<file path="src/rtl/mbx_pkg.sv">
package mbx_pkg;

    localparam int unsigned REG_W = 32;

    localparam logic [7:0] OFF_WCTL  = 8'h20;
    localparam logic [7:0] OFF_WADDR = 8'h24;
    localparam logic [7:0] OFF_WDATA = 8'h28;
    localparam logic [7:0] OFF_RCTL  = 8'h30;
    localparam logic [7:0] OFF_RADDR = 8'h34;
    localparam logic [7:0] OFF_RDATA = 8'h38;

    localparam int unsigned FLG_AV  = 0;
    localparam int unsigned FLG_DV  = 1;
    localparam int unsigned FLG_DE  = 2;
    localparam int unsigned FLG_OVR = 8;

    typedef enum logic [1:0] {
        W_IDLE,
        W_HOLD,
        W_TAKE_ADDR,
        W_EMIT
    } wr_state_e;

    typedef enum logic [2:0] {
        R_IDLE,
        R_HOLD,
        R_ISSUE,
        R_FILL,
        R_HELD
    } rd_state_e;

    function automatic logic [REG_W-1:0] ctl_word(input logic av, input logic dv,
                                                  input logic de, input logic ovr);
        logic [REG_W-1:0] w;
        w = '0;
        w[FLG_AV]  = av;
        w[FLG_DV]  = dv;
        w[FLG_DE]  = de;
        w[FLG_OVR] = ovr;
        return w;
    endfunction

endpackage

</file>
<file path="src/rtl/mbx_hold_cnt.sv">
module mbx_hold_cnt #(
    parameter int unsigned LAT = 1
) (
    input  logic clk,
    input  logic rst_n,
    input  logic run,
    output logic done
);
    localparam int unsigned CNT_W = (LAT > 1) ? $clog2(LAT) : 1;

    generate
        if (LAT <= 1) begin : g_direct
            assign done = run;
        end else begin : g_count
            logic [CNT_W-1:0] cnt;
            always_ff @(posedge clk) begin
                if (!rst_n) begin
                    cnt <= '0;
                end else if (!run) begin
                    cnt <= '0;
                end else if (!done) begin
                    cnt <= cnt + 1'b1;
                end
            end
            assign done = run && (cnt == CNT_W'(LAT - 1));
        end
    endgenerate
endmodule

</file>
<file path="src/rtl/mbx_csr_decode.sv">
module mbx_csr_decode
    import mbx_pkg::*;
#(
    parameter int unsigned ADDR_W = 8
) (
    input  logic              clk,
    input  logic              rst_n,
    input  logic              bus_wr,
    input  logic              bus_rd,
    input  logic [ADDR_W-1:0] bus_addr,
    input  logic [REG_W-1:0]  wctl_val,
    input  logic [REG_W-1:0]  waddr_val,
    input  logic [REG_W-1:0]  wdata_val,
    input  logic [REG_W-1:0]  rctl_val,
    input  logic [REG_W-1:0]  raddr_val,
    input  logic [REG_W-1:0]  rdata_val,
    output logic              wctl_we,
    output logic              waddr_we,
    output logic              wdata_we,
    output logic              rctl_we,
    output logic              raddr_we,
    output logic [REG_W-1:0]  bus_rdata
);
    logic hit_wctl, hit_waddr, hit_wdata, hit_rctl, hit_raddr, hit_rdata;
    logic [REG_W-1:0] mux_val;

    assign hit_wctl  = (bus_addr == ADDR_W'(OFF_WCTL));
    assign hit_waddr = (bus_addr == ADDR_W'(OFF_WADDR));
    assign hit_wdata = (bus_addr == ADDR_W'(OFF_WDATA));
    assign hit_rctl  = (bus_addr == ADDR_W'(OFF_RCTL));
    assign hit_raddr = (bus_addr == ADDR_W'(OFF_RADDR));
    assign hit_rdata = (bus_addr == ADDR_W'(OFF_RDATA));

    assign wctl_we  = bus_wr && hit_wctl;
    assign waddr_we = bus_wr && hit_waddr;
    assign wdata_we = bus_wr && hit_wdata;
    assign rctl_we  = bus_wr && hit_rctl;
    assign raddr_we = bus_wr && hit_raddr;

    always_comb begin
        mux_val = '0;
        if (hit_wctl)  mux_val = wctl_val;
        if (hit_waddr) mux_val = waddr_val;
        if (hit_wdata) mux_val = wdata_val;
        if (hit_rctl)  mux_val = rctl_val;
        if (hit_raddr) mux_val = raddr_val;
        if (hit_rdata) mux_val = rdata_val;
    end

    always_ff @(posedge clk) begin
        if (!rst_n) begin
            bus_rdata <= '0;
        end else if (bus_rd) begin
            bus_rdata <= mux_val;
        end
    end
endmodule

</file>
<file path="src/rtl/mbx_wr_chan.sv">
module mbx_wr_chan
    import mbx_pkg::*;
#(
    parameter int unsigned TAKE_LAT = 1
) (
    input  logic             clk,
    input  logic             rst_n,
    input  logic             ctl_we,
    input  logic             addr_we,
    input  logic             data_we,
    input  logic [REG_W-1:0] wdata,
    output logic [REG_W-1:0] ctl_val,
    output logic [REG_W-1:0] addr_val,
    output logic [REG_W-1:0] data_val,
    output logic             av_flag,
    output logic             dv_flag,
    output logic             de_flag,
    output logic             ovr_flag,
    output logic             fw_wr_valid,
    output logic [REG_W-1:0] fw_wr_addr,
    output logic [REG_W-1:0] fw_wr_data,
    output logic             fw_wr_last
);
    wr_state_e        st, st_n;
    logic             pick_addr_q;
    logic [REG_W-1:0] addr_q, data_q, tgt_q;
    logic             hold_run, hold_done;
    logic             dev_take_addr, dev_emit;

    mbx_hold_cnt #(.LAT(TAKE_LAT)) i_hold (
        .clk  (clk),
        .rst_n(rst_n),
        .run  (hold_run),
        .done (hold_done)
    );

    // state register
    always_ff @(posedge clk) begin
        if (!rst_n) begin
            st          <= W_IDLE;
            pick_addr_q <= 1'b0;
        end else begin
            st <= st_n;
            if (st == W_IDLE) begin
                pick_addr_q <= av_flag;
            end
        end
    end

    // next state
    always_comb begin
        st_n = st;
        unique case (st)
            W_IDLE:      if (av_flag || dv_flag) st_n = W_HOLD;
            W_HOLD:      if (hold_done) st_n = pick_addr_q ? W_TAKE_ADDR : W_EMIT;
            W_TAKE_ADDR: st_n = W_IDLE;
            W_EMIT:      st_n = W_IDLE;
            default:     st_n = W_IDLE;
        endcase
    end

    // state outputs
    always_comb begin
        hold_run      = 1'b0;
        dev_take_addr = 1'b0;
        dev_emit      = 1'b0;
        unique case (st)
            W_IDLE:      ;
            W_HOLD:      hold_run = 1'b1;
            W_TAKE_ADDR: dev_take_addr = 1'b1;
            W_EMIT:      dev_emit = 1'b1;
            default:     ;
        endcase
    end

    // flags: a set flag falls only on device consumption, a clear flag rises only on host write of 1
    always_ff @(posedge clk) begin
        if (!rst_n) begin
            av_flag  <= 1'b0;
            dv_flag  <= 1'b0;
            de_flag  <= 1'b0;
            ovr_flag <= 1'b0;
        end else begin
            av_flag <= av_flag ? !dev_take_addr : (ctl_we && wdata[FLG_AV]);
            dv_flag <= dv_flag ? !dev_emit      : (ctl_we && wdata[FLG_DV]);
            de_flag <= de_flag ? !dev_emit      : (ctl_we && wdata[FLG_DE]);
            if ((addr_we && av_flag) || (data_we && dv_flag)) begin
                ovr_flag <= 1'b1;
            end else if (ctl_we && wdata[FLG_OVR]) begin
                ovr_flag <= 1'b0;
            end
        end
    end

    always_ff @(posedge clk) begin
        if (!rst_n) begin
            addr_q <= '0;
            data_q <= '0;
            tgt_q  <= '0;
        end else begin
            if (addr_we && !av_flag) addr_q <= wdata;
            if (data_we && !dv_flag) data_q <= wdata;
            if (dev_take_addr)       tgt_q  <= addr_q;
        end
    end

    assign ctl_val     = ctl_word(av_flag, dv_flag, de_flag, ovr_flag);
    assign addr_val    = addr_q;
    assign data_val    = data_q;
    assign fw_wr_valid = dev_emit;
    assign fw_wr_addr  = tgt_q;
    assign fw_wr_data  = data_q;
    assign fw_wr_last  = dev_emit && de_flag;
endmodule

</file>
<file path="src/rtl/mbx_rd_chan.sv">
module mbx_rd_chan
    import mbx_pkg::*;
#(
    parameter int unsigned TAKE_LAT = 1
) (
    input  logic             clk,
    input  logic             rst_n,
    input  logic             ctl_we,
    input  logic             addr_we,
    input  logic [REG_W-1:0] wdata,
    output logic [REG_W-1:0] ctl_val,
    output logic [REG_W-1:0] addr_val,
    output logic [REG_W-1:0] data_val,
    output logic             av_flag,
    output logic             dv_flag,
    output logic             de_flag,
    output logic             ovr_flag,
    output logic             fw_rd_req,
    output logic [REG_W-1:0] fw_rd_addr,
    output logic             fw_rd_ready,
    input  logic             fw_rd_valid,
    input  logic [REG_W-1:0] fw_rd_data,
    input  logic             fw_rd_last
);
    rd_state_e        st, st_n;
    logic [REG_W-1:0] addr_q, rdat_q;
    logic             last_q;
    logic             hold_run, hold_done;
    logic             dev_issue, dev_fill, accept;
    logic             ack_dv, ack_de;

    mbx_hold_cnt #(.LAT(TAKE_LAT)) i_hold (
        .clk  (clk),
        .rst_n(rst_n),
        .run  (hold_run),
        .done (hold_done)
    );

    // state register
    always_ff @(posedge clk) begin
        if (!rst_n) begin
            st <= R_IDLE;
        end else begin
            st <= st_n;
        end
    end

    // next state
    always_comb begin
        st_n = st;
        unique case (st)
            R_IDLE:  if (av_flag) st_n = R_HOLD;
            R_HOLD:  if (hold_done) st_n = R_ISSUE;
            R_ISSUE: st_n = R_FILL;
            R_FILL:  if (fw_rd_valid) st_n = R_HELD;
            R_HELD:  if (!dv_flag) st_n = last_q ? R_IDLE : R_FILL;
            default: st_n = R_IDLE;
        endcase
    end

    // state outputs
    always_comb begin
        hold_run  = 1'b0;
        dev_issue = 1'b0;
        dev_fill  = 1'b0;
        unique case (st)
            R_IDLE:  ;
            R_HOLD:  hold_run = 1'b1;
            R_ISSUE: dev_issue = 1'b1;
            R_FILL:  dev_fill = 1'b1;
            R_HELD:  ;
            default: ;
        endcase
    end

    assign accept = dev_fill && fw_rd_valid;
    assign ack_dv = ctl_we && wdata[FLG_DV];
    assign ack_de = ctl_we && wdata[FLG_DE];

    always_ff @(posedge clk) begin
        if (!rst_n) begin
            av_flag  <= 1'b0;
            dv_flag  <= 1'b0;
            de_flag  <= 1'b0;
            ovr_flag <= 1'b0;
            last_q   <= 1'b0;
            addr_q   <= '0;
            rdat_q   <= '0;
        end else begin
            av_flag <= av_flag ? !dev_issue : (ctl_we && wdata[FLG_AV]);
            dv_flag <= dv_flag ? !ack_dv    : accept;
            de_flag <= de_flag ? !ack_de    : (accept && fw_rd_last);
            if (addr_we && av_flag) begin
                ovr_flag <= 1'b1;
            end else if (ctl_we && wdata[FLG_OVR]) begin
                ovr_flag <= 1'b0;
            end
            if (addr_we && !av_flag) addr_q <= wdata;
            if (accept) begin
                rdat_q <= fw_rd_data;
                last_q <= fw_rd_last;
            end
        end
    end

    assign ctl_val     = ctl_word(av_flag, dv_flag, de_flag, ovr_flag);
    assign addr_val    = addr_q;
    assign data_val    = rdat_q;
    assign fw_rd_req   = dev_issue;
    assign fw_rd_addr  = addr_q;
    assign fw_rd_ready = dev_fill;
endmodule

</file>
<file path="src/rtl/csr_mailbox_ep.sv">
module csr_mailbox_ep
    import mbx_pkg::*;
#(
    parameter int unsigned ADDR_W   = 8,
    parameter int unsigned TAKE_LAT = 1
) (
    input  logic              clk,
    input  logic              rst_n,
    input  logic              bus_wr,
    input  logic              bus_rd,
    input  logic [ADDR_W-1:0] bus_addr,
    input  logic [31:0]       bus_wdata,
    output logic [31:0]       bus_rdata,
    output logic              fw_wr_valid,
    output logic [31:0]       fw_wr_addr,
    output logic [31:0]       fw_wr_data,
    output logic              fw_wr_last,
    output logic              fw_rd_req,
    output logic [31:0]       fw_rd_addr,
    output logic              fw_rd_ready,
    input  logic              fw_rd_valid,
    input  logic [31:0]       fw_rd_data,
    input  logic              fw_rd_last
);
    logic             wctl_we, waddr_we, wdata_we, rctl_we, raddr_we;
    logic [REG_W-1:0] wctl_val, waddr_val, wdata_val;
    logic [REG_W-1:0] rctl_val, raddr_val, rdata_val;
    logic             wr_av, wr_dv, wr_de, wr_ovr;
    logic             rd_av, rd_dv, rd_de, rd_ovr;

    mbx_csr_decode #(.ADDR_W(ADDR_W)) i_decode (
        .clk      (clk),
        .rst_n    (rst_n),
        .bus_wr   (bus_wr),
        .bus_rd   (bus_rd),
        .bus_addr (bus_addr),
        .wctl_val (wctl_val),
        .waddr_val(waddr_val),
        .wdata_val(wdata_val),
        .rctl_val (rctl_val),
        .raddr_val(raddr_val),
        .rdata_val(rdata_val),
        .wctl_we  (wctl_we),
        .waddr_we (waddr_we),
        .wdata_we (wdata_we),
        .rctl_we  (rctl_we),
        .raddr_we (raddr_we),
        .bus_rdata(bus_rdata)
    );

    mbx_wr_chan #(.TAKE_LAT(TAKE_LAT)) i_wr_chan (
        .clk        (clk),
        .rst_n      (rst_n),
        .ctl_we     (wctl_we),
        .addr_we    (waddr_we),
        .data_we    (wdata_we),
        .wdata      (bus_wdata),
        .ctl_val    (wctl_val),
        .addr_val   (waddr_val),
        .data_val   (wdata_val),
        .av_flag    (wr_av),
        .dv_flag    (wr_dv),
        .de_flag    (wr_de),
        .ovr_flag   (wr_ovr),
        .fw_wr_valid(fw_wr_valid),
        .fw_wr_addr (fw_wr_addr),
        .fw_wr_data (fw_wr_data),
        .fw_wr_last (fw_wr_last)
    );

    mbx_rd_chan #(.TAKE_LAT(TAKE_LAT)) i_rd_chan (
        .clk        (clk),
        .rst_n      (rst_n),
        .ctl_we     (rctl_we),
        .addr_we    (raddr_we),
        .wdata      (bus_wdata),
        .ctl_val    (rctl_val),
        .addr_val   (raddr_val),
        .data_val   (rdata_val),
        .av_flag    (rd_av),
        .dv_flag    (rd_dv),
        .de_flag    (rd_de),
        .ovr_flag   (rd_ovr),
        .fw_rd_req  (fw_rd_req),
        .fw_rd_addr (fw_rd_addr),
        .fw_rd_ready(fw_rd_ready),
        .fw_rd_valid(fw_rd_valid),
        .fw_rd_data (fw_rd_data),
        .fw_rd_last (fw_rd_last)
    );
endmodule

</file>
<file path="config.mk">
export PLATFORM = sky130hd
export DESIGN_NAME = csr_mailbox_ep
export DESIGN_NICKNAME = d
export VERILOG_FILES = /design/src/rtl/mbx_pkg.sv /design/src/rtl/mbx_hold_cnt.sv /design/src/rtl/mbx_csr_decode.sv /design/src/rtl/mbx_wr_chan.sv /design/src/rtl/mbx_rd_chan.sv /design/src/rtl/csr_mailbox_ep.sv
export SDC_FILE = /design/constraint.sdc
export NUM_CORES = 1
export LEC_CHECK = 0
export ABC_AREA = 1
export CELL_PAD_IN_SITES_DETAIL_PLACEMENT = 1
export CELL_PAD_IN_SITES_GLOBAL_PLACEMENT = 2
export CORE_UTILIZATION = 29
export DETAILED_ROUTE_END_ITERATION = 16
export PLACE_DENSITY = 0.93
export SETUP_SLACK_MARGIN = 0.02
export SLEW_MARGIN = 5
export SYNTH_ARGS = -nofsm -noshare
export SYNTH_HDL_FRONTEND = slang
export SYNTH_SLANG_ARGS = --single-unit
export TNS_END_PERCENT = 30
</file>
<file path="constraint.sdc">
create_clock -name clk -period 4.5 [get_ports clk]
set_clock_uncertainty 0.05 [all_clocks]
set_input_delay 1.125 -clock clk [delete_from_list [all_inputs] [get_ports clk]]
set_output_delay 1.125 -clock clk [all_outputs]
set_load 0.02 [all_outputs]
</file>
==> results.json, run 1 <==
{
  "run_status": "completed",
  "switchingPower_mw": 0.9041,
  "synth.distinct_cells": 33,
  "clk_path_buf_depth": 3,
  "rsz0062_at_grt": "false",
  "dp_hpwl_microns": 19840,
  "use_met2_pct": 35.86,
  "fillers": 3403,
  "worstMarginPinSlew_ps": 1166,
  "syn_inst": 1117,
  "num_vias": 8079,
  "top_usage_layer": "met2",
  "endpoint_kind": "flop",
  "die_y_microns": 171.3,
  "p_seq_share_pct": 44.7,
  "internal_power_mw": 3.236,
  "power_frac_comb_pct": 5.0,
  "cts.sinks": 207,
  "port_buffers": 209,
  "setup_viol": 0,
  "postCtsSetupBuffers": 0,
  "ir_drop_uv": 186.6,
  "ys_seq_area_share_pct": 49.86,
  "hold_buffers": 0,
  "setup_ws_ps": 1276,
  "ioPinCount": 210,
  "synth_seq_cells": 207,
  "postRouteAntennaNets": 0,
  "gp_congestion": 0.8008,
  "clk_pin_slew_worst_paths_ps": 60,
  "synth_edf_count": 0,
  "period_share_pct": 71.65,
  "wl_per_cell_microns": 17.93,
  "layout_common_cells": "207 x dfxtp_1, 207 x clkdlybuf4s50_1, 187 x o21ai_0, 164 x nor2_1, 153 x nand2_1",
  "grt_pass1_vias": 8310,
  "yosysTopAreaCell": "dfxtp_1",
  "place_area_sq_um": 10620,
  "startpoint_type": "input port",
  "syn_area_sq_um": 8310,
  "min_period_ps": 3224,
  "gr-usage-met1_pct": 25.92,
  "drt_wl_total_microns": 30300,
  "dp_slack_ps": 689.4,
  "hp-class": "flop to flop",
  "dieWidth_microns": 171.3,
  "grt_max_degree": 148,
  "tritoncts": "done",
  "async_flop_share_pct": 0,
  "fmax_mhz": 310.1,
  "antenna_found_initial": 0,
  "swShare_pct": 21.84,
  "critPathKind": "input port to flop",
  "multi_input_area_sq_um": 3427,
  "cap_viol_max_count": 0,
  "arrival_ps": 3510,
  "clkPwrFrac_pct": 50.3,
  "hold_violations": 0,
  "drcViolationCount": 0,
  "drv_slew": 0,
  "viasPerCell": 4.780,
  "power-per-cell-area_nw_per_um2": 360.8,
  "yosys-top-cells-area": "dfxtp_1 50%, o21ai_0 11%, a21oi_1 8.2%",
  "start_util_pct": 29.67,
  "ys.flop_type": "dfxtp_1",
  "cts_max_level": 1,
  "synth_top_area_share_pct": 49.86,
  "drt_iter0_drc": 390,
  "avgSynthCellArea_sq_um": 7.440,
  "drive_gt1_share_pct": 6.021,
  "critPathMaxFanout": 26,
  "first_pass_iters": 4,
  "num_rows": 61,
  "yosysWarningCount": 0,
  "seq_area_sq_um": 4144,
  "met3_usage_pct": 4.257,
  "leakage_nw": 4.201,
  "grt.overflow.total": 0,
  "grt_pass1_wl_microns": 46600,
  "clockRootBuffer": "clkbuf_16",
  "fin_area_sq_um": 11470,
  "grt.total_usage_pct": 20.62,
  "diodes": 0,
  "synth_fp_nets": 1195,
  "slew_headroom_pct": 21.77,
  "cts_buffers": 24,
  "setup-tns-final_ps": 0,
  "fp.dieArea_sq_um": 29340,
  "post_cts_resized": 0,
  "layout.nets": 1372,
  "crit_required_ps": 4780,
  "syn_to_final_growth_pct": 38.08,
  "core_sq_um": 28010,
  "worstSkewPairLatency_ps": 510
}
## routing by layer
metal	vias up	routed length, microns
met5	-	0
met4	0	561
met3	36	1852
met2	210	14200
met1	3840	13690
li1	3993	-
## worst max-delay path, cell delays in order
cell and delay (ps):
clkdlybuf4s50_1 510, inv_2 60, nand2_2 70, nor2_4 60
nand2_4 110, clkinv_1 910, nand2_1 290, nand3_1 100
o21ai_0 160, a21oi_1 100
## synth_stat cells, types with 2 or more instances
master,n
a211oi_1,2
a21oi_1,136
a31oi_1,2
buf_1,2
buf_2,16
buf_6,6
buf_8,3
clkbuf_1,41
clkbuf_2,2
clkinv_1,2
dfxtp_1,207
inv_1,94
inv_2,6
nand2_1,154
nand2_2,4
nand2_4,4
nand3_1,52
nand3b_1,2
nand4_1,2
nor2_1,165
nor2_4,4
nor3_1,3
nor3_4,2
o21ai_0,187
o21ai_1,7
o21bai_1,3
o22ai_1,3
## power by group through the flow
stage | registers, mW | clock network, mW | logic [mW]
6_report | 1.85 | 2.08 | 0.208
3_3_place_gp | 1.89 | 0 | 0.207
4_1_cts | 1.85 | 2.13 | 0.211
3_5_place_dp | 1.89 | 0 | 0.209
5_1_grt | 1.85 | 2.20 | 0.228
2_1_floorplan | 1.89 | 0 | 0.0861
## stage by stage
stage / power [mW] / util [%] / hold WS, ps / std cells
after global routing: 4.275 / 40.97 / 428.0 / 1690
after floorplan: 1.977 / - / 372.0 / 1117
after CTS: 4.189 / 40.97 / 393.1 / 1690
after global placement: 2.096 / 37.92 / 382.7 / 1646
after detailed placement: 2.098 / 37.92 / 390.0 / 1646
final: 4.140 / 40.97 / 394.9 / 1690
## cell families after synthesis
kind of cell           after synthesis  synth area share (%)
AO/OA/AOI/OAI                      344                 21.15
buffers and inverters              173                 9.079
AND/OR/NAND/NOR                    393                 19.90
flip-flops                         207                 49.86
## sequential cells by signal, summed over array words and instances, names as in the netlist, 2 cells and up
name and count:
i_wr_chan.addr_val 32, i_rd_chan.st 3, i_rd_chan.data_val 32, i_wr_chan.data_val 32, i_decode.bus_rdata 32, i_rd_chan.addr_val 32
i_wr_chan.fw_wr_addr 32, i_wr_chan.st 2
## final timing paths
| path | startpoint | to | slack, ps | depth (start not counted) |
|---|---|---|---|---|
| worst max register to register | i_wr_chan.av_flag$_SDFF_PN0_ | i_wr_chan.addr_val[27]$_SDFFE_PN0P_ | 2640 | 4 |
| worst min-delay path | i_wr_chan.pick_addr_q$_SDFFE_PN0N_ | i_wr_chan.st[0]$_SDFFE_PN0P_ | 390 | 1 |
| worst max-delay path | bus_addr[3] | i_decode.bus_rdata[11]$_SDFFE_PN0P_ | 1280 | 10 |
| worst min register to register | i_wr_chan.pick_addr_q$_SDFFE_PN0N_ | i_wr_chan.st[0]$_SDFFE_PN0P_ | 390 | 1 |
## area by class of cell
type	instances	area share, %
Timing Repair Buffer	222	19.13
Clock buffer	37	6.455
Clock inverter	7	0.9814
Sequential cell	207	36.11
Tap cell	378	4.122
Multi-Input combinational cell	737	29.87
Inverter	102	3.337
Note: power is estimated with default switching activity, not from simulation.
==> run 2: changes to the inputs <==
Settings changed: CORE_UTILIZATION 29 to 27, PLACE_DENSITY 0.93 to 0.88.
Clock period 4.5 ns to 3.31 ns, I/O delays scaled along.
==> results.json, run 2 (synthesis gave the netlist of run 1 again) <==
{
  "hp-class": "flop to flop",
  "first_pass_iters": 4,
  "slew_headroom_pct": 49.17,
  "grt.overflow.total": 0,
  "port_buffers": 209,
  "leakage_nw": 4.251,
  "critPathKind": "flop to output port",
  "num_vias": 8162,
  "cap_viol_max_count": 0,
  "setup_ws_ps": 522.9,
  "cts_max_level": 1,
  "multi_input_area_sq_um": 3427,
  "endpoint_kind": "output port",
  "critPathMaxFanout": 5,
  "dp.cells": 1668,
  "worstPathCellList": "nand2_1, nor2_1, clkdlybuf4s50_1",
  "setup_viol": 0,
  "cpPeakStageDelay_ps": 630,
  "fillers": 3604,
  "clk_path_buf_depth": 3,
  "fmax_mhz": 358.8,
  "hold_violations": 0,
  "fp.dieArea_sq_um": 31490,
  "worstMarginPinSlew_ps": 761.4,
  "drv_slew": 0,
  "grt_pass1_vias": 8263,
  "die_y_microns": 177.4,
  "instances_no_fill": 1713,
  "run_status": "completed",
  "drive_gt1_share_pct": 6.954,
  "dp_hpwl_microns": 20480,
  "tritoncts": "done",
  "drcViolationCount": 0,
  "internal_power_mw": 4.307,
  "drt_wl_total_microns": 29800,
  "wl_per_cell_microns": 17.39,
  "viasPerCell": 4.765,
  "dieWidth_microns": 177.4,
  "gp_congestion": 0.7640,
  "power_frac_comb_pct": 5.1,
  "min_period_ps": 2787,
  "antenna_found_initial": 1,
  "layout.nets": 1383,
  "switchingPower_mw": 1.256,
  "clk_pin_slew_worst_paths_ps": 60,
  "clkPwrFrac_pct": 49.7,
  "post_cts_resized": 0,
  "setup-tns-final_ps": 0,
  "core_sq_um": 29950,
  "power_mw": 5.564,
  "swShare_pct": 22.58,
  "postRouteAntennaNets": 0,
  "grt_pass1_wl_microns": 46400,
  "r2r_slack_ps": 1430,
  "seq_area_sq_um": 4144,
  "syn_to_final_growth_pct": 39.19,
  "start_util_pct": 27.74,
  "finish.utilization_pct": 38.62,
  "postCtsSetupBuffers": 0,
  "ioPinCount": 210,
  "grt_max_degree": 121,
  "power-per-cell-area_nw_per_um2": 481.0,
  "arrival_ps": 1910,
  "clockRootBuffer": "clkbuf_16",
  "worstSkewPairLatency_ps": 520,
  "rsz0062_at_grt": "false",
  "crit_required_ps": 2430,
  "drt_iter0_drc": 339,
  "period_share_pct": 84.20,
  "num_rows": 63,
  "p_seq_share_pct": 45.2,
  "cts.sinks": 207,
  "layout_common_cells": "207 x dfxtp_1, 207 x clkdlybuf4s50_1, 187 x o21ai_0, 164 x nor2_1, 153 x nand2_1",
  "cts_buffers": 25,
  "startpoint_type": "flop",
  "diodes": 0,
  "ir_drop_uv": 249.5,
  "cp_slowest_cell": "clkdlybuf4s50_1",
  "grt.total_usage_pct": 18.86,
  "hold_buffers": 0,
  "dp_slack_ps": 274.8
}
[run 2: cell types whose count changed in the layout (fill, tap and decap cells not counted), sizes merged]
cell    before  now
buf         15   25
clkbuf      37   34
bufinv       3    2
clkinv       5   10
[run 2: worst paths after layout]
check,from,endpoint,cells after the start
min,i_rd_chan.data_val[7]$_SDFFE_PN0P_,i_rd_chan.data_val[7]$_SDFFE_PN0P_,2
min reg2reg,i_rd_chan.data_val[7]$_SDFFE_PN0P_,i_rd_chan.data_val[7]$_SDFFE_PN0P_,2
max,i_wr_chan.st[0]$_SDFFE_PN0P_,fw_wr_last,3
max reg2reg,i_wr_chan.st[1]$_SDFFE_PN0P_,i_wr_chan.fw_wr_addr[3]$_SDFFE_PN0N_,5
[run 2: per-layer routing]
layer	part of all wire [%]	GRT usage, %
met5	0.044	0
met4	2.4	4.665
met3	6.5	4.520
met2	46	31.59
met1	46	24.20
[run 2: layout make-up]
cell class	instances	area share [%]
Multi-Input combinational cell	737	29.63
Clock buffer	34	6.220
Timing Repair Buffer	232	19.84
Clock inverter	11	0.9627
Inverter	102	3.310
Sequential cell	207	35.82
Tap cell	390	4.219
[run 2: power by group through the flow]
stage	clock network, mW	registers, mW	logic, mW
4_1_cts	2.84	2.51	0.288
6_report	2.76	2.51	0.286
2_1_floorplan	0	2.57	0.117
3_3_place_gp	0	2.57	0.283
5_1_grt	2.94	2.51	0.312
3_5_place_dp	0	2.57	0.286
[run 2: critical path: cells and delay by family, from the launching register on]
family	cells	cell delay (ps)
buffers and inverters	1	630
and+or+nand+nor	2	320
DFF	1	430
[run 2: per-stage QoR]
step	hold slack, ps	area [sq um]
4_1_cts	412.0	11570
5_1_grt	430.6	11570
6_report	409.6	11570
2_1_floorplan	372.0	8310
3_5_place_dp	403.7	10740
3_3_place_gp	384.7	10740
==> run 3: changes to the inputs <==
Clock period 3.31 ns to 2.6 ns, I/O delays scaled along.
==> results.json, run 3 (synthesis gave the netlist of run 1 again) <==
{
  "fmax_mhz": 407.1,
  "grt.overflow.total": 0,
  "antenna_found_initial": 2,
  "run_status": "completed",
  "clk_path_buf_depth": 3,
  "power_frac_comb_pct": 5.2,
  "startpoint_type": "flop",
  "period_share_pct": 94.48,
  "clk_pin_slew_worst_paths_ps": 60,
  "worstMarginPinSlew_ps": 614.2,
  "wl_per_cell_microns": 17.25,
  "dp_hpwl_microns": 20600,
  "min_period_ps": 2456,
  "cp_slowest_cell": "clkdlybuf4s50_1",
  "postCtsSetupBuffers": 0,
  "drt_wl_total_microns": 29790,
  "viasPerCell": 4.755,
  "gr-usage-met1_pct": 24.40,
  "drcViolationCount": 0,
  "syn_to_final_growth_pct": 41.93,
  "ioPinCount": 210,
  "power-per-cell-area_nw_per_um2": 601.2,
  "port_buffers": 209,
  "clkPwrFrac_pct": 49.7,
  "slew_headroom_pct": 59.06,
  "tritoncts": "done",
  "endpoint_kind": "output port",
  "start_util_pct": 27.74,
  "hp-class": "flop to flop",
  "cpPeakStageDelay_ps": 590,
  "crit_required_ps": 1900,
  "grt_pass1_vias": 8317,
  "layout_common_cells": "207 x dfxtp_1, 204 x clkdlybuf4s50_1, 187 x o21ai_0, 164 x nor2_1, 153 x nand2_1",
  "grt_max_degree": 157,
  "num_vias": 8212,
  "cts_buffers": 24,
  "hold_depth": 2,
  "first_pass_iters": 4,
  "grt_pass1_wl_microns": 46220,
  "core_sq_um": 29950,
  "worstPathCellList": "nand2_1, inv_1, clkdlybuf4s50_1",
  "dp.cells": 1682,
  "cts.sinks": 207,
  "critPathMaxFanout": 5,
  "cp_num_cells": 3,
  "drive_gt1_share_pct": 7.934,
  "leakage_nw": 4.386,
  "fp.dieArea_sq_um": 31490,
  "internal_power_mw": 5.508,
  "cap_viol_max_count": 0,
  "p_seq_share_pct": 45.1,
  "ir_drop_uv": 365.8,
  "switchingPower_mw": 1.583,
  "worst-path-buf-inv": 2,
  "worstSkewPairLatency_ps": 510,
  "num_rows": 63,
  "hold_violations": 0,
  "swShare_pct": 22.32,
  "crit_family": "buffers and inverters",
  "grt.total_usage_pct": 18.85,
  "setup_ws_ps": 143.6,
  "instances_no_fill": 1727,
  "die_y_microns": 177.4,
  "top_usage_layer": "met2",
  "use_met2_pct": 31.45,
  "layout.nets": 1396,
  "drt_iter0_drc": 371,
  "r2r_cells": 6,
  "critPathKind": "flop to output port",
  "gp_congestion": 0.7654,
  "setup_viol": 0,
  "dp_slack_ps": -30.54,
  "arrival_ps": 1760,
  "postRouteAntennaNets": 0,
  "rsz0062_at_grt": "false",
  "drv_slew": 0,
  "met3_usage_pct": 4.070,
  "dieWidth_microns": 177.4,
  "clockRootBuffer": "clkbuf_16",
  "cts_max_level": 1,
  "mostFrequentLayoutCell": "dfxtp_1"
}
==> run 3: worst min-delay path: stages (launching register included) <==
cell,delay [ps]
dfxtp_1,300
inv_1,60
a21oi_1,50
==> run 3: final timing paths <==
kind                                      start                             endpoint  slack, ps
max                i_wr_chan.st[0]$_SDFFE_PN0P_                          fw_wr_valid        140
min          i_rd_chan.data_val[7]$_SDFFE_PN0P_   i_rd_chan.data_val[7]$_SDFFE_PN0P_        410
max reg2reg        i_rd_chan.st[0]$_SDFFE_PN0P_  i_rd_chan.data_val[17]$_SDFFE_PN0P_       1040
min reg2reg  i_rd_chan.data_val[7]$_SDFFE_PN0P_   i_rd_chan.data_val[7]$_SDFFE_PN0P_        410
==> run 3: power groups by stage <==
stage               clock [mW]  combinational, mW  sequential [mW]
CTS                       3.62              0.373             3.20
floorplan                    0              0.149             3.27
global placement             0              0.367             3.27
finish                    3.52              0.368             3.20
detailed placement           0              0.370             3.27
global route              3.76              0.404             3.20
==> run 3: final cells by class <==
type / instances / area (sq um)
clock inverters: 10 / 108.9
fillers: 3615 / 18160
well taps: 390 / 488.0
flip-flops and latches: 207 / 4144
multi-input cells: 737 / 3427
clock buffers: 34 / 729.5
diodes: 1 / 2.502
repair buffers: 246 / 2512
inverters: 102 / 382.9
==> run 3: repair_timing <==
item / in CTS / in global routing
gates resized for setup: 2 / 1
gates cloned: 0 / 0
hold buffers: 0 / 0
setup endpoints to repair: 2 / 1
==> run 3: layer usage <==
| metal | part of all wire [%] | wire [microns] |
|---|---|---|
| met1 | 46 | 13650 |
| met2 | 46 | 13660 |
| met3 | 6.0 | 1797 |
| met4 | 2.2 | 665 |
| met5 | 0.054 | 16 |
==> run 3: metrics by stage <==
| step | hold slack (ps) | util (%) | cell area [sq um] | power (mW) | setup TNS, ps |
|---|---|---|---|---|---|
| after global routing | 432.6 | 39.38 | 11800 | 7.360 | 0 |
| after detailed placement | 401.4 | 36.57 | 10950 | 3.640 | -62.75 |
| after CTS | 409.6 | 39.36 | 11790 | 7.191 | 0 |
| after floorplan | 372.0 | - | 8310 | 3.421 | 0 |
| after global placement | 381.1 | 36.57 | 10950 | 3.636 | 0 |
| final | 405.6 | 39.38 | 11800 | 7.091 | 0 |
